**src/rtl/ser_pkg.sv**
```systemverilog
package ser_pkg;
  localparam int CNT_W = 6;
  localparam int SLOT  = 16;

  typedef logic [SLOT-1:0]  slot_word_t;
  typedef logic [CNT_W-1:0] fall_cnt_t;

  typedef enum logic { CLK_32 = 1'b0, CLK_16 = 1'b1 } clk_mode_e;
  typedef enum logic { LANE_DUAL = 1'b0, LANE_SINGLE = 1'b1 } lane_mode_e;

  localparam fall_cnt_t FIRST_32 = fall_cnt_t'(16);
  localparam fall_cnt_t FIRST_16 = fall_cnt_t'(2);
  localparam fall_cnt_t FIRST_RB = fall_cnt_t'(1);
  localparam fall_cnt_t CNT_MAX  = '1;

  // Bit of a left-aligned 16-bit slot word shown after fall number cnt,
  // where the slot opens at fall number first.
  function automatic logic slot_pick(input slot_word_t w, input fall_cnt_t cnt,
                                     input fall_cnt_t first);
    fall_cnt_t rel;
    rel = cnt - first;
    if ((cnt >= first) && (rel < fall_cnt_t'(SLOT)))
      return w[~rel[3:0]];
    return 1'b0;
  endfunction
endpackage

```
**src/rtl/ser_frame_ctrl.sv**
```systemverilog
module ser_frame_ctrl
  import ser_pkg::*;
(
  input  logic      clk,
  input  logic      rst_n,
  input  logic      cs_n,
  input  logic      sclk_fall,
  output logic      start,
  output logic      active_nxt,
  output fall_cnt_t cnt_nxt,
  output fall_cnt_t cnt_q,
  output logic      conv_start
);
  logic cs_q;
  logic active_q;
  logic count_en;

  always_comb begin
    start      = cs_q & ~cs_n;
    count_en   = active_q & ~cs_n & sclk_fall & ~start;
    active_nxt = start | (active_q & ~cs_n);
    cnt_nxt    = cnt_q;
    if (start)
      cnt_nxt = '0;
    else if (count_en && (cnt_q != CNT_MAX))
      cnt_nxt = cnt_q + 1'b1;
  end

  always_ff @(posedge clk or negedge rst_n) begin
    if (!rst_n) begin
      cs_q       <= 1'b1;
      active_q   <= 1'b0;
      cnt_q      <= '0;
      conv_start <= 1'b0;
    end else begin
      cs_q       <= cs_n;
      active_q   <= active_nxt;
      cnt_q      <= cnt_nxt;
      conv_start <= start;
    end
  end

  p_start_pulse_r2: assert property (@(posedge clk) disable iff (!rst_n)
    conv_start |=> !conv_start);
  p_idle_hold_r11: assert property (@(posedge clk) disable iff (!rst_n)
    cs_n |=> $stable(cnt_q));
  p_cnt_step_r3: assert property (@(posedge clk) disable iff (!rst_n)
    (active_q && !cs_n && !start) |=>
      ((cnt_q == $past(cnt_q)) || (cnt_q == $past(cnt_q) + 1'b1)));
endmodule

```
**src/rtl/ser_capture.sv**
```systemverilog
module ser_capture
  import ser_pkg::*;
#(
  parameter int RES_W = 16
) (
  input  logic             clk,
  input  logic             rst_n,
  input  logic             start,
  input  logic [RES_W-1:0] res_a,
  input  logic [RES_W-1:0] res_b,
  input  logic             rb_valid,
  input  slot_word_t       rb_word,
  input  logic             clk_mode,
  input  logic             lane_mode,
  output slot_word_t       word_q [2],
  output logic             rb_pend_q,
  output slot_word_t       rb_word_q,
  output logic             clk16_q,
  output logic             single_q,
  output logic             single_nxt
);
  localparam int PAD = SLOT - RES_W;

  logic [RES_W-1:0] res_in [2];
  slot_word_t       word_nxt [2];
  logic             rb_pend_nxt;
  slot_word_t       rb_word_nxt;
  logic             clk16_nxt;

  assign res_in[0] = res_a;
  assign res_in[1] = res_b;

  for (genvar ch = 0; ch < 2; ch++) begin : g_chan
    slot_word_t aligned;
    if (PAD == 0) begin : g_full
      assign aligned = slot_word_t'(res_in[ch]);
    end else begin : g_pad
      assign aligned = slot_word_t'(res_in[ch]) << PAD;
    end

    always_comb begin
      word_nxt[ch] = word_q[ch];
      if (start) word_nxt[ch] = aligned;
    end

    always_ff @(posedge clk or negedge rst_n) begin
      if (!rst_n) word_q[ch] <= '0;
      else        word_q[ch] <= word_nxt[ch];
    end
  end

  always_comb begin
    rb_pend_nxt = rb_pend_q;
    rb_word_nxt = rb_word_q;
    clk16_nxt   = clk16_q;
    single_nxt  = single_q;
    if (start) begin
      rb_pend_nxt = rb_valid;
      rb_word_nxt = rb_word;
      clk16_nxt   = clk_mode;
      single_nxt  = lane_mode;
    end
  end

  always_ff @(posedge clk or negedge rst_n) begin
    if (!rst_n) begin
      rb_pend_q <= 1'b0;
      rb_word_q <= '0;
      clk16_q   <= 1'b0;
      single_q  <= 1'b0;
    end else begin
      rb_pend_q <= rb_pend_nxt;
      rb_word_q <= rb_word_nxt;
      clk16_q   <= clk16_nxt;
      single_q  <= single_nxt;
    end
  end

  p_hold_mode_r8: assert property (@(posedge clk) disable iff (!rst_n)
    !start |=> $stable(single_q) && $stable(clk16_q) && $stable(rb_pend_q));
endmodule

```
**src/rtl/ser_slot_decode.sv**
```systemverilog
module ser_slot_decode
  import ser_pkg::*;
(
  input  fall_cnt_t  cnt,
  input  slot_word_t word [2],
  input  logic       rb_pend,
  input  slot_word_t rb_word,
  input  logic       clk16,
  input  logic       single,
  output logic [1:0] lane_bit
);
  fall_cnt_t first_a;
  fall_cnt_t first_b;

  always_comb begin
    first_a  = (clk16 == CLK_16) ? FIRST_16 : FIRST_32;
    first_b  = (single == LANE_SINGLE) ? first_a + fall_cnt_t'(SLOT) : first_a;
    lane_bit = 2'b00;
    if (rb_pend) begin
      lane_bit[0] = slot_pick(rb_word, cnt, FIRST_RB);
    end else if (single == LANE_SINGLE) begin
      lane_bit[0] = slot_pick(word[0], cnt, first_a) | slot_pick(word[1], cnt, first_b);
    end else begin
      lane_bit[0] = slot_pick(word[0], cnt, first_a);
      lane_bit[1] = slot_pick(word[1], cnt, first_b);
    end
  end
endmodule

```
**src/rtl/ser_lane_drv.sv**
```systemverilog
module ser_lane_drv (
  input  logic       clk,
  input  logic       rst_n,
  input  logic       active_nxt,
  input  logic [1:0] lane_en_nxt,
  input  logic [1:0] lane_bit,
  output logic [1:0] sdo,
  output logic [1:0] sdo_oe
);
  logic [1:0] sdo_nxt;
  logic [1:0] oe_nxt;

  for (genvar ln = 0; ln < 2; ln++) begin : g_lane
    always_comb begin
      oe_nxt[ln]  = active_nxt & lane_en_nxt[ln];
      sdo_nxt[ln] = oe_nxt[ln] & lane_bit[ln];
    end

    always_ff @(posedge clk or negedge rst_n) begin
      if (!rst_n) begin
        sdo[ln]    <= 1'b0;
        sdo_oe[ln] <= 1'b0;
      end else begin
        sdo[ln]    <= sdo_nxt[ln];
        sdo_oe[ln] <= oe_nxt[ln];
      end
    end

    p_idle_zero_r1: assert property (@(posedge clk) disable iff (!rst_n)
      !sdo_oe[ln] |-> !sdo[ln]);
  end

  p_b_with_a_r5: assert property (@(posedge clk) disable iff (!rst_n)
    sdo_oe[1] |-> sdo_oe[0]);
endmodule

```
**src/rtl/dual_result_serializer.sv**
```systemverilog
module dual_result_serializer
  import ser_pkg::*;
#(
  parameter int RES_W = 16
) (
  input  logic             clk,
  input  logic             rst_n,
  input  logic             cs_n,
  input  logic             sclk_fall,
  input  logic             clk_mode,
  input  logic             lane_mode,
  input  logic [RES_W-1:0] res_a,
  input  logic [RES_W-1:0] res_b,
  input  logic             rb_valid,
  input  logic [15:0]      rb_word,
  output logic             conv_start,
  output logic             sdo_a,
  output logic             sdo_a_oe,
  output logic             sdo_b,
  output logic             sdo_b_oe
);
  logic       start;
  logic       active_nxt;
  fall_cnt_t  cnt_nxt;
  fall_cnt_t  cnt_q;
  slot_word_t word_q [2];
  logic       rb_pend_q;
  slot_word_t rb_word_q;
  logic       clk16_q;
  logic       single_q;
  logic       single_nxt;
  logic [1:0] lane_bit;
  logic [1:0] lane_en_nxt;
  logic [1:0] sdo;
  logic [1:0] sdo_oe;

  ser_frame_ctrl u_frame (
    .clk        (clk),
    .rst_n      (rst_n),
    .cs_n       (cs_n),
    .sclk_fall  (sclk_fall),
    .start      (start),
    .active_nxt (active_nxt),
    .cnt_nxt    (cnt_nxt),
    .cnt_q      (cnt_q),
    .conv_start (conv_start)
  );

  ser_capture #(.RES_W(RES_W)) u_capture (
    .clk        (clk),
    .rst_n      (rst_n),
    .start      (start),
    .res_a      (res_a),
    .res_b      (res_b),
    .rb_valid   (rb_valid),
    .rb_word    (rb_word),
    .clk_mode   (clk_mode),
    .lane_mode  (lane_mode),
    .word_q     (word_q),
    .rb_pend_q  (rb_pend_q),
    .rb_word_q  (rb_word_q),
    .clk16_q    (clk16_q),
    .single_q   (single_q),
    .single_nxt (single_nxt)
  );

  ser_slot_decode u_decode (
    .cnt      (cnt_nxt),
    .word     (word_q),
    .rb_pend  (rb_pend_q),
    .rb_word  (rb_word_q),
    .clk16    (clk16_q),
    .single   (single_q),
    .lane_bit (lane_bit)
  );

  assign lane_en_nxt = {~single_nxt, 1'b1};

  ser_lane_drv u_lanes (
    .clk         (clk),
    .rst_n       (rst_n),
    .active_nxt  (active_nxt),
    .lane_en_nxt (lane_en_nxt),
    .lane_bit    (lane_bit),
    .sdo         (sdo),
    .sdo_oe      (sdo_oe)
  );

  assign sdo_a    = sdo[0];
  assign sdo_b    = sdo[1];
  assign sdo_a_oe = sdo_oe[0];
  assign sdo_b_oe = sdo_oe[1];

  p_single_b_hiz_r6: assert property (@(posedge clk) disable iff (!rst_n)
    (single_q && sdo_a_oe) |-> !sdo_b_oe);
  p_lead_zero_r3: assert property (@(posedge clk) disable iff (!rst_n)
    (sdo_a_oe && !rb_pend_q && !clk16_q && (cnt_q < FIRST_32)) |-> !sdo_a);
  p_lead_zero_r4: assert property (@(posedge clk) disable iff (!rst_n)
    (sdo_a_oe && !rb_pend_q && clk16_q && (cnt_q < FIRST_16)) |-> !sdo_a);
  p_rb_b_zero_r9: assert property (@(posedge clk) disable iff (!rst_n)
    (rb_pend_q && sdo_b_oe) |-> !sdo_b);
  p_tail_zero_r7: assert property (@(posedge clk) disable iff (!rst_n)
    (cnt_q > fall_cnt_t'(47)) |-> (!sdo_a && !sdo_b));
endmodule

```
**config.mk**
```make
export PLATFORM = sky130hd
export DESIGN_NAME = dual_result_serializer
export DESIGN_NICKNAME = d
export VERILOG_FILES = /design/src/rtl/ser_pkg.sv /design/src/rtl/ser_frame_ctrl.sv /design/src/rtl/ser_capture.sv /design/src/rtl/ser_slot_decode.sv /design/src/rtl/ser_lane_drv.sv /design/src/rtl/dual_result_serializer.sv
export SDC_FILE = /design/constraint.sdc
export NUM_CORES = 1
export LEC_CHECK = 0
export CORE_MARGIN = 4
export CORE_UTILIZATION = 58
export CTS_BUF_LIST = sky130_fd_sc_hd__clkbuf_4
export DETAILED_ROUTE_END_ITERATION = 8
export MAX_ROUTING_LAYER = met4
export PLACE_DENSITY = 0.87
export SYNTH_ARGS = -nofsm -noshare
export SYNTH_HDL_FRONTEND = slang
export SYNTH_SLANG_ARGS = --single-unit
```
**constraint.sdc**
```tcl
create_clock -name clk -period 7.4 [get_ports clk]
set_clock_uncertainty 0.1 [all_clocks]
set_input_delay 1.48 -clock clk [delete_from_list [all_inputs] [get_ports clk]]
set_output_delay 1.48 -clock clk [all_outputs]
set_load 0.01 [all_outputs]
```
Word level (Yosys, flattened, before mapping)

Cells that the tools add are included.

Output and inout bits: 5
Bits in registers: 63
Input port bits: 55
Word-level logic and storage cells: 86

Bitwise logic cells: 15
Reduce and logical (&&, ||, !) cells: 4
$add $sub $neg: 5
Equal/unequal tests: 1
Magnitude comparators: 9
Muxes and demuxes: 39

Operators with widths:

| cell                | number |
|---|---|
| $mux 1              | 32 |
| $lt 6x5->1 const B  | 3 |
| $mux 6              | 3 |
| $lt 4x5->1 const B  | 3 |
| $bmux 1 s4          | 3 |
| $ge 6x6->1          | 2 |
| $not 4->4           | 3 |
| $sub 6x6->6         | 2 |
| $and 1x1->1         | 7 |
| $add 6x1->6 const B | 1 |
| $add 6x5->6 const B | 1 |
| $ge 6x1->1 const B  | 1 |
| $ne 6x6->1 const B  | 1 |
| $sub 6x1->6 const B | 1 |
| $mux 5              | 1 |
| $logic_and 1x1->1   | 4 |
| $not 1->1           | 3 |
| $or 1x1->1          | 2 |

Depth between registers and ports, before layout

Depth after elaboration: 20
Mapped depth: 16
Depth with buffers taken out: 16

Modules after synthesis

Synthesis repeated with hierarchy kept, for this count alone.

Cell total of the unflattened synthesis: 233
Area total of the unflattened synthesis: 3472.1 µm²

Modules (own cells, without submodules):

| module                 | times used | seq. area each (µm²) | area each (µm²) | cells each |
|---|---|---|---|---|
| ser_capture            | 1          | 1276.2               | 2149.6          | 108 |
| ser_slot_decode        | 1          | 0.0                  | 755.7           | 75 |
| ser_frame_ctrl         | 1          | 226.5                | 431.7           | 40 |
| ser_lane_drv           | 1          | 100.1                | 127.6           | 8 |
| dual_result_serializer | 1          | 0.0                  | 7.5             | 2 |

Worst setup path after synthesis

No wires, ideal clock.

Path kind: in2reg
From: in cs_n
To: reg u_lanes.sdo[0]
Cell stages on the path: 14
Buffers on the path: 1
Data required time: 7170 ps
Library setup time: 130 ps
Data arrival time: 3838 ps
Slack: 3332 ps
Path through: nand4bb_1 -> buf_6 -> a21oi_1 -> mux2i_1 -> nor2_1 -> inv_1 -> ha_1 -> ha_1 -> clkinv_1 -> mux4_2 -> nor2b_1 -> a211o_1 -> nand4_2 -> o221ai_2

Word-level cells in the longest chain between the ends: 20
Elaborated cells on any way between the ends: 56
Classes of those cells: 3 x add/sub; 6 x order compare; 31 x mux; 12 x bitwise; 4 x reduce/logical

RTL lines:

| what                                     | line                                       | text |
|---|---|---|
| start: declaration                       | dual_result_serializer.sv:8                | `input logic cs_n,` |
| $not 1->1 *                              | ser_frame_ctrl.sv:19, ser_frame_ctrl.sv:20 |  |
| $and 1x1->1, on equally long branches    | ser_frame_ctrl.sv:20, ser_frame_ctrl.sv:19 |  |
| $and 1x1->1 or $not 1->1 (tied branches) | ser_frame_ctrl.sv:20                       | `count_en = active_q & ~cs_n & sclk_fall & ~start;` |
| $and 1x1->1                              | ser_frame_ctrl.sv:20                       |  |
| $logic_and 1x1->1                        | ser_frame_ctrl.sv:25                       | `else if (count_en && (cnt_q != CNT_MAX))` |
| $mux 6                                   | ser_frame_ctrl.sv:25                       |  |
| $mux 6 *                                 | ser_frame_ctrl.sv:23                       | `if (start)` |
| via cnt_nxt[1]                           | dual_result_serializer.sv:24               | `fall_cnt_t cnt_nxt;` |
| [... 6 more ...]                         | n/a                                        |  |
| $mux 1                                   | ser_pkg.sv:24                              | `return 1'b0;` |
| $mux 1                                   | ser_slot_decode.sv:21                      | `end else if (single == LANE_SINGLE) begin` |
| $mux 1                                   | ser_slot_decode.sv:19                      | `if (rb_pend) begin` |
| $or 1x1->1                               | ser_slot_decode.sv:22                      | `lane_bit[0] = slot_pick(word[0], cnt, first_a) \| slot_pick(word[1], cnt, first_b);` |
| $mux 1                                   | ser_slot_decode.sv:21                      |  |
| $mux 1 *                                 | ser_slot_decode.sv:19                      |  |
| $and 1x1->1 *                            | ser_lane_drv.sv:16                         | `sdo_nxt[ln] = oe_nxt[ln] & lane_bit[ln];` |
| via u_lanes.sdo_nxt[0]                   | ser_lane_drv.sv:10                         | `logic [1:0] sdo_nxt;` |
| end signal: indexed assignment           | ser_lane_drv.sv:24                         | `sdo[ln] <= sdo_nxt[ln];` |
| end: declaration                         | ser_lane_drv.sv:7                          | `output logic [1:0] sdo,` |

The timed path passes the listed nets; every way through them passes the cells marked *. The select of a mux whose other input is x is not followed.
A chain may end at the register's enable or synchronous reset.

Worst setup path in the final report

Same ends and word-level chain as after synthesis.

==> results.cfg <==
[status]
outcome = complete, no violations

[global_route]
grt_start_max_net_pins = 64
antenna_found_initial = 0
grt_pass1_wl_um = 13500
grt_pass1_vias = 2877
grt-ovfl-total = 0
grt.total_usage_pct = 25.2

[pwr]
leakage_nw = 1.93
power_uw = 836
p_per_area_nw_per_um2 = 206
peakVddDrop_v = 0.000141

[floorplanning]
rows = 27
fp.dieW_um = 83.2
io_pins = 60
core_um2 = 5510
die_area_um2 = 6920
dieHeight_um = 83.2
start_util_pct = 59.5

[yosys]
async_reset_ff_share_pct = 100
ys_ff_latch = 63
ys_top_cells_by_area = dfrtp_1 47%, nand2_1 18%, mux4_2 3.4%
synth.avg_cell_area_um2 = 8.91
yosys-top-cells-count = 159 x nand2_1, 62 x dfrtp_1, 13 x inv_1
syn_inst = 368
syn_area_um2 = 3280
synth_edf_count = 0
yosys.area.top_type = dfrtp_1
syn-num-nets = 431
synthDistinctLibCells = 55
ys_warn_count = 0
synth-main-ff-cell = dfrtp_1
ys_seq_area_share_pct = 48.1
synth_top_cell_area_share_pct = 47.3
yosysMostFrequentCell = nand2_1

[place]
io_buffers = 59
gp_congestion = 0.813
place_hpwl_um = 5630
place_inst = 487
postPlaceCellArea_um2 = 3910
post-place-ws_ns = 2.20

[clock_network]
htreeDepth = 3
cts_hold_buf = 0
cts.clk_slew.worst_paths_ns = 0.10
clock-sinks = 63
cts_resized = 0
cts_tree = built
numCtsBuffers = 9
insertion_delay_ns = 0.41
clk_path_buf_depth = 2
cts-root-buf = clkbuf_4
post_cts_buffers = 0

[route]
drt-total-wl_um = 7830
vias = 2806
wire_per_inst_um = 15.6
drc = 0
antenna_left = 0
first_pass_iters = 5
viasPerCell = 5.58
drtIter0Drc = 196

[layout]
final_nets = 489
stdcell_count = 503
final_cell_area_um2 = 4070
drive_gt1_share_pct = 8.35
antenna_cells = 0
area_growth_pct = 24.0

[run]
cap_violations = 0

[setup_path]
worst-setup-path-type = input port to register
arrival_ns = 5.01
cp-start-kind = input port
end_kind = register
crit_fanout = 8
cp.required_ns = 7.58

[timing]
drv_slew = 0
rsz0062_at_grt = false
post-route-min-period_ns = 4.83
max_slew_margin_pct = 48.3
setup_viol = 0
finalHoldViolCount = 0
fmax_mhz = 207
fin_crit_sh_pct = 65.2
worstMarginPinSlew_ns = 0.775
setup_ws_ns = 2.57
tns_ns = 0

[hold_path]
min_path_type = register to register
## sequential cells by signal, indices dropped and copies added (netlist names)
name / count
u_capture.clk16_q: 1
u_capture.rb_pend_q: 1
u_capture.rb_word_q: 16
u_capture.single_q: 1
u_capture.word_q: 32
u_frame.cnt_q: 6
u_frame.conv_start: 1
u_frame.cs_q: 1
u_lanes.sdo: 2
u_lanes.sdo_oe: 2
## per-stage QoR
stage	utilization [%]	hold WS (ns)
floorplan	-	0.327
global placement	71.0	0.346
detailed placement	71.0	0.351
CTS	73.8	0.373
global route	73.8	0.403
finish	73.8	0.373
## layout make-up
class                      instances  area (um2)
fill                             398        1440
clock buffer                      11        82.6
multi-input combinational        275        1580
clock inverter                     5        72.6
inverter                          15        58.8
tap                               72        90.1
sequential                        63        1580
timing repair buffer              62         608
## worst max-delay path, stage by stage
cell and delay [ns]:
clkdlybuf4s50_1 0.47, nand4bb_1 0.45, a21oi_1 0.30, mux2i_1 0.16, nor2_1 0.19, inv_1 0.12, ha_1 0.23, ha_1 0.36
clkinv_1 0.27, mux4_2 0.35, nor2b_1 0.14, a211o_1 0.30, nand4_2 0.09, o221ai_2 0.10
## layout by cell type, fill, tap and decap left out, drive strengths merged, types with 3 or more instances in the layout
cell type	Yosys	final
clkbuf	11	11
o2bb2ai	4	4
a21oi	6	6
a211o	3	3
clkinv	1	4
a31oi	3	3
o21ai	13	13
nand3	9	9
buf	4	4
nand2b	4	4
a211oi	3	3
mux2i	7	7
dfrtp	62	62
nand2	159	159
ha	8	8
clkdlybuf4s50	0	58
nor2	9	9
mux4	5	5
nor3b	3	3
inv	14	14
nor3	8	8
xnor2	5	5
## final timing paths
kind | start | to | slack (ns) | cells past startpoint
min in group asynchronous | rst_n | u_capture.word_q[14]$_DFFE_PN0N_ | 1.13 | 2
worst max-delay path | cs_n | u_lanes.sdo[0]$_DFF_PN0_ | 2.57 | 14
worst max register to register | u_frame.cnt_q[0]$_DFF_PN0_ | u_lanes.sdo[0]$_DFF_PN0_ | 3.72 | 14
worst min register to register | u_capture.rb_word_q[3]$_DFFE_PN0N_ | u_capture.rb_word_q[3]$_DFFE_PN0N_ | 0.37 | 2
worst min-delay path | u_capture.rb_word_q[3]$_DFFE_PN0N_ | u_capture.rb_word_q[3]$_DFFE_PN0N_ | 0.37 | 2
max in group asynchronous | rst_n | u_frame.cnt_q[3]$_DFF_PN0_ | 5.57 | 2
## per-layer routing
metal / track usage [%] / wire (um)
met1: 31.4 / 3350
met2: 39.0 / 3780
met5: - / 0
met3: 6.85 / 450
met4: 10.5 / 260
## report_power, final
part           internal, mW  total, mW  switching (mW)
clock network         0.142      0.261           0.119
registers             0.381      0.405          0.0233
logic                0.0831      0.170          0.0873
total                 0.607      0.836           0.230
## logic make-up (layout without fill, tap and decap cells)
logic type      Yosys count  in the layout  share of synthesized area [%]
compound gates           44             44                           10.9
mux                      12             12                           5.69
buf+inv                  30             93                           3.82
xor+xnor                  5              5                           1.34
flops                    63             63                           48.1
simple gates            206            206                           27.1
fa+ha+maj                 8              8                           3.05
Power figures use the tool's default switching activity.
